**config.mk**
```make
export PLATFORM = sky130hd
export DESIGN_NAME = mopadd_tree
export DESIGN_NICKNAME = d
export VERILOG_FILES = /design/src/rtl/mopadd_pkg.sv /design/src/rtl/mopadd_slice.sv /design/src/rtl/mopadd_cpa.sv /design/src/rtl/mopadd_tree.sv
export SDC_FILE = /design/constraint.sdc
export NUM_CORES = 1
export LEC_CHECK = 0
export CAP_MARGIN = 15
export CORE_MARGIN = 2
export CORE_UTILIZATION = 36
export DETAILED_ROUTE_END_ITERATION = 8
export PLACE_DENSITY = 0.79
export SLEW_MARGIN = 25
export SYNTH_ARGS = -nofsm -noshare
export SYNTH_HDL_FRONTEND = slang
export SYNTH_SLANG_ARGS = --single-unit
```
**constraint.sdc**
```tcl
create_clock -name clk -period 7.1 [get_ports clk]
set_clock_uncertainty 0.2 [all_clocks]
set_input_delay 1.42 -clock clk [delete_from_list [all_inputs] [get_ports clk]]
set_output_delay 1.42 -clock clk [all_outputs]
set_load 0.05 [all_outputs]
```
**src/rtl/mopadd_pkg.sv**
```systemverilog
package mopadd_pkg;
  // operand rows fed to every slice (plus one injection row)
  localparam int ROWS  = 5;
  // carry-save levels whose top-column carries cross a slice edge
  localparam int LINKS = 4;

  typedef struct packed {
    logic split;
    logic bypass;
  } mopadd_cfg_t;
endpackage

```
**src/rtl/mopadd_slice.sv**
```systemverilog
module mopadd_slice
  import mopadd_pkg::*;
#(
  parameter int COLW = 3
) (
  input  logic [ROWS*COLW-1:0] row_bits,
  input  logic                 inj,
  input  logic [LINKS-1:0]     cin,
  output logic [LINKS-1:0]     cout,
  output logic [COLW-1:0]      sum_row,
  output logic [COLW-1:0]      car_row
);

  // 3:2 counter across a column group: returns {carry, sum}
  function automatic logic [2*COLW-1:0] csa3(input logic [COLW-1:0] a,
                                             input logic [COLW-1:0] b,
                                             input logic [COLW-1:0] c);
    logic [COLW-1:0] s, cy;
    s  = a ^ b ^ c;
    cy = (a & b) | (a & c) | (b & c);
    return {cy, s};
  endfunction

  logic [COLW-1:0] rows [ROWS];
  logic [COLW-1:0] inj_v;

  for (genvar r = 0; r < ROWS; r++) begin : g_rows
    assign rows[r] = row_bits[r*COLW +: COLW];
  end

  assign inj_v = {{(COLW-1){1'b0}}, inj};

  // level 1: six rows into four
  logic [COLW-1:0] sa, ca, sb, cb;
  assign {ca, sa} = csa3(rows[0], rows[1], rows[2]);
  assign {cb, sb} = csa3(rows[3], rows[4], inj_v);

  logic [COLW-1:0] ca_sh, cb_sh;
  assign ca_sh = {ca[COLW-2:0], cin[0]};
  assign cb_sh = {cb[COLW-2:0], cin[1]};

  // level 2: four rows into three
  logic [COLW-1:0] sc, cc, cc_sh;
  assign {cc, sc} = csa3(sa, sb, ca_sh);
  assign cc_sh    = {cc[COLW-2:0], cin[2]};

  // level 3: three rows into two
  logic [COLW-1:0] sd, cd;
  assign {cd, sd} = csa3(sc, cb_sh, cc_sh);

  assign sum_row = sd;
  assign car_row = {cd[COLW-2:0], cin[3]};

  assign cout = {cd[COLW-1], cc[COLW-1], cb[COLW-1], ca[COLW-1]};

endmodule

```
**src/rtl/mopadd_cpa.sv**
```systemverilog
module mopadd_cpa #(
  parameter int W     = 24,
  parameter int HALFW = W/2
) (
  input  logic [W-1:0] a,
  input  logic [W-1:0] b,
  input  logic         split,
  output logic [W-1:0] y
);

  localparam int HIW = W - HALFW;

  logic [HALFW:0]  lo_sum;
  logic [HIW-1:0]  hi_sum;
  logic            link;

  assign lo_sum = {1'b0, a[HALFW-1:0]} + {1'b0, b[HALFW-1:0]};
  assign link   = split ? 1'b0 : lo_sum[HALFW];
  assign hi_sum = a[W-1:HALFW] + b[W-1:HALFW] + {{(HIW-1){1'b0}}, link};
  assign y      = {hi_sum, lo_sum[HALFW-1:0]};

endmodule

```
**src/rtl/mopadd_tree.sv**
```systemverilog
module mopadd_tree
  import mopadd_pkg::*;
#(
  parameter  int NSLICE = 8,
  parameter  int COLW   = 3,
  localparam int OUT_W  = NSLICE * COLW,
  localparam int IN_W   = ROWS * OUT_W + NSLICE,
  localparam int HALF_W = OUT_W / 2
) (
  input  logic             clk,
  input  logic             rst,
  input  logic             in_valid,
  input  logic [IN_W-1:0]  in_bits,
  input  logic [IN_W-1:0]  in_mask,
  input  logic             cfg_split,
  input  logic             cfg_bypass,
  output logic             out_valid,
  output logic [OUT_W-1:0] out_sum,
  output logic [OUT_W-1:0] out_carry
);

  localparam int HALF_S = NSLICE / 2;

  mopadd_cfg_t cfg;
  assign cfg = '{split: cfg_split, bypass: cfg_bypass};

  logic [IN_W-1:0]  masked;
  assign masked = in_bits & in_mask;

  logic [LINKS-1:0] cin_a  [NSLICE];
  logic [LINKS-1:0] cout_a [NSLICE];
  logic [OUT_W-1:0] sum_vec, car_vec;

  for (genvar s = 0; s < NSLICE; s++) begin : g_slice
    logic [ROWS*COLW-1:0] rb;

    for (genvar r = 0; r < ROWS; r++) begin : g_pick
      assign rb[r*COLW +: COLW] = masked[r*OUT_W + s*COLW +: COLW];
    end

    if (s == 0) begin : g_first
      assign cin_a[s] = '0;
    end else if (s == HALF_S) begin : g_cut
      assign cin_a[s] = cfg.split ? '0 : cout_a[s-1];
    end else begin : g_chain
      assign cin_a[s] = cout_a[s-1];
    end

    mopadd_slice #(.COLW(COLW)) slice_i (
      .row_bits (rb),
      .inj      (masked[ROWS*OUT_W + s]),
      .cin      (cin_a[s]),
      .cout     (cout_a[s]),
      .sum_row  (sum_vec[s*COLW +: COLW]),
      .car_row  (car_vec[s*COLW +: COLW])
    );
  end

  logic [LINKS-1:0] unused_top_cout;
  assign unused_top_cout = cout_a[NSLICE-1];

  logic [OUT_W-1:0] resolved;

  mopadd_cpa #(.W(OUT_W), .HALFW(HALF_W)) cpa_i (
    .a     (sum_vec),
    .b     (car_vec),
    .split (cfg.split),
    .y     (resolved)
  );

  always_ff @(posedge clk) begin
    if (rst) begin
      out_valid <= 1'b0;
      out_sum   <= '0;
      out_carry <= '0;
    end else begin
      out_valid <= in_valid;
      if (in_valid) begin
        out_sum   <= cfg.bypass ? sum_vec : resolved;
        out_carry <= cfg.bypass ? car_vec : '0;
      end
    end
  end

endmodule

```
==> results.tsv <==
metric	value	unit
DRT Pass-1 Iters	4	
Setup WS post-layout	224	ps
Mapped Cells	632	
mux contribution to synthesized area	0.0146	
most used cell along the critical path	fa_2	
Starting Density	0.365	
min-delay src	out_carry[12]$_SDFFE_PP0P_	
final hold violation count	0	
Worst EP arrival	6870	ps
core area	15000	um^2
Max-cap violations	0	
WP data required	7090	ps
Die Y	127	um
CTS tree	done	
P&R area growth vs syn	65.7	%
XOR/XNOR Fraction of Synth Area	0.0319	
worst path bufs/invs	3	
IR drop worst, VDD	100	uV
Num CTS Buffers	5	
Die W	127	um
area of the die	16200	um^2
Crit-path slowest cell	fa_1	
hold path cells	2	
Crit path largest cell delay	580	ps
fin crit share	0.968	
reg2reg end	out_sum[11]$_SDFFE_PP0P_	
Syn. warnings	0	
Ant. Diodes	0	
total number of vias	5256	
Setup WS pre-CTS	-807	ps
worst hold endpoint	out_carry[12]$_SDFFE_PP0P_	
clk sinks	47	
Inst Count DP	1123	
Worst-path clk slew	60	ps
CTS max path bufs	2	
critical setup path kind	primary input to flip-flop	
type of the most critical hold path	flip-flop to flip-flop	
final non-filler cell total	1136	
max-slew violation count	0	
reg-to-reg startpoint	out_sum[11]$_SDFFE_PP0P_	
Tmin final	6880	ps
main combinational cell family by area after synthesis	adder cells	
Worst Reg-to-Reg Cells	2	
vias in the first global route	5393	
Clock Latency Late Sink	280	ps
post-synthesis sequential area ratio	0.172	
GR Overflow Total	0	
fin area	9090	um^2
most common flop cell mapped by yosys	dfxtp_1	
Fmax	145	MHz
Worst R2R Setup Slack	6080	ps
compound-cell area share of the yosys netlist	0.123	
crit path capture type	flip-flop	
Avg Cell Area, Syn	8.68	um^2
Slew headroom	0.430	
Final nets	1322	
GRT Resource Usage Total	0.184	
post-route ant nets	0	
Synth Register Bits	47	
CP startpoint	in_mask[25]	
H-tree depth	2	
outcome	completed	
Remaining DRCs	0	
static leakage	4.07	nW
largest net degree at the start of global routing	43	
Unique masters post-synth	45	
Hold-fix buffers, CTS	0	
most frequent cells in the layout	296 x clkdlybuf4s50_1, 91 x inv_1, 90 x and2_1	
synthesized cell area	5490	um^2
P per Cell Area	190	nW/um^2
Post-Synth Adder-Cell Area	0.367	
Routed WL	15.2	mm
Final GP Congestion	0.767	
I/O Buffers	307	
CP top delay family	adder cells	
initial DRC count	121	
first-pass GRT wire length	24.4	mm
Clock Tree Root	clkbuf_16	
CP Launch Type	primary input	
Routed WL per cell	13.4	um
Util after Layout	0.605	
setup violators final	0	
Cell Rows	45	
initial antenna violation count	0	
crit-path max FO	2	
EDFF count, synth	0	
commonest non-fill, non-tap cell in the layout	clkdlybuf4s50_1	
placed inst area	8820	um^2
IO Count	310	
Slew @ Worst Pin	855	ps
dpl hpwl	13.1	mm
Via density	4.63	
async set or reset register ratio after synthesis	0	
Post-Synth Simple-Gate Area	0.211	
layout cell share with drive strength beyond 1	0.0612	
critical path depth	25	
[through the flow]
stage / hold slack (ps) / TNS, ps / total power (W)
floorplan: 486 / 0 / 0.00105
global placement: 253 / -2650 / 0.00143
detailed placement: 257 / -3560 / 0.00145
CTS: 266 / 0 / 0.00174
global route: 298 / -4.91 / 0.00189
finish: 267 / 0 / 0.00173
[registers in the layout, indices dropped and copies added, names as in the netlist]
| signal | cells |
|---|---|
| out_sum | 24 |
| out_carry | 22 |
| out_valid | 1 |
[cells by family after synthesis]
group,Yosys count
AND/OR/NAND/NOR,230
buffers and inverters,116
adder cells (fa/ha/maj),114
AO/OA/AOI/OAI,96
flip-flops,47
XOR/XNOR,20
multiplexers,8
other,1
[worst reg2reg max path, stage by stage, from the launching register on]
cell and delay [ps]:
dfxtp_1 310, a222oi_1 310, nor2_1 60
[timing repair]
item | 4_1_cts | 5_1_grt
pin swaps | 14 | 21
endpoints found under the setup margin | 4 | 6
setup buffers | 4 | 2
gates resized for setup | 15 | 18
[report_power, final]
part / internal [W] / leakage, nW / total, W / switching, W
Clock: 0.000150 / 0.0772 / 0.000247 / 0.0000970
Combinational: 0.000577 / 3.61 / 0.00117 / 0.000590
Sequential: 0.000297 / 0.385 / 0.000313 / 0.0000158
Total: 0.00102 / 4.07 / 0.00173 / 0.000703
[cell usage after synthesis, types with 2 or more instances]
cell type  count  share of area
nand2b_1       8         0.0091
nor3_1         3         0.0027
nor2_1        53          0.036
mux2i_1        8          0.015
o211a_1        3         0.0055
xor2_1        11          0.018
o211ai_1       7         0.0096
a211oi_1      10          0.014
buf_4          2         0.0027
dfxtp_1       47           0.17
a21o_1         6         0.0082
a22oi_1       20          0.027
buf_1          4         0.0027
nand3_1        3         0.0027
nand2_1       59          0.040
a21oi_1       15          0.014
clkbuf_1      15          0.010
ha_1          36          0.082
fa_1          78           0.28
or2_2          2         0.0023
o21ai_0       19          0.017
nor2b_1        7         0.0080
xnor2_1        9          0.014
inv_1         95          0.065
and2_1        91           0.10
a31oi_1        2         0.0023
[how the worst max path moves through the flow]
stage / endpoint
finish: out_sum[22]$_SDFFE_PP0P_
detailed placement: out_sum[22]$_SDFFE_PP0P_
floorplan: out_sum[22]$_SDFFE_PP0P_
global route: out_sum[22]$_SDFFE_PP0P_
CTS: out_sum[22]$_SDFFE_PP0P_
global placement: out_sum[22]$_SDFFE_PP0P_
[routing by layer]
layer / share of wire / wire length [um] / up-vias / global-route usage
met1: 0.38 / 5830 / 2434 / 0.207
li1: - / - / 2630 / -
met2: 0.52 / 7980 / 180 / 0.351
met4: 0.012 / 185 / 0 / 0.0368
met3: 0.080 / 1210 / 12 / 0.0444
met5: 0 / 0 / - / 0
[layout make-up]
class                           instances  area, um^2
Clock buffer                            8         156
Tap cell                              188         235
Inverter                               95         357
Timing Repair Buffer                  328        3230
Sequential cell                        47         941
Fill cell                            1303        5940
Multi-Input combinational cell        470        4170
(Power assumes the default switching activity.)
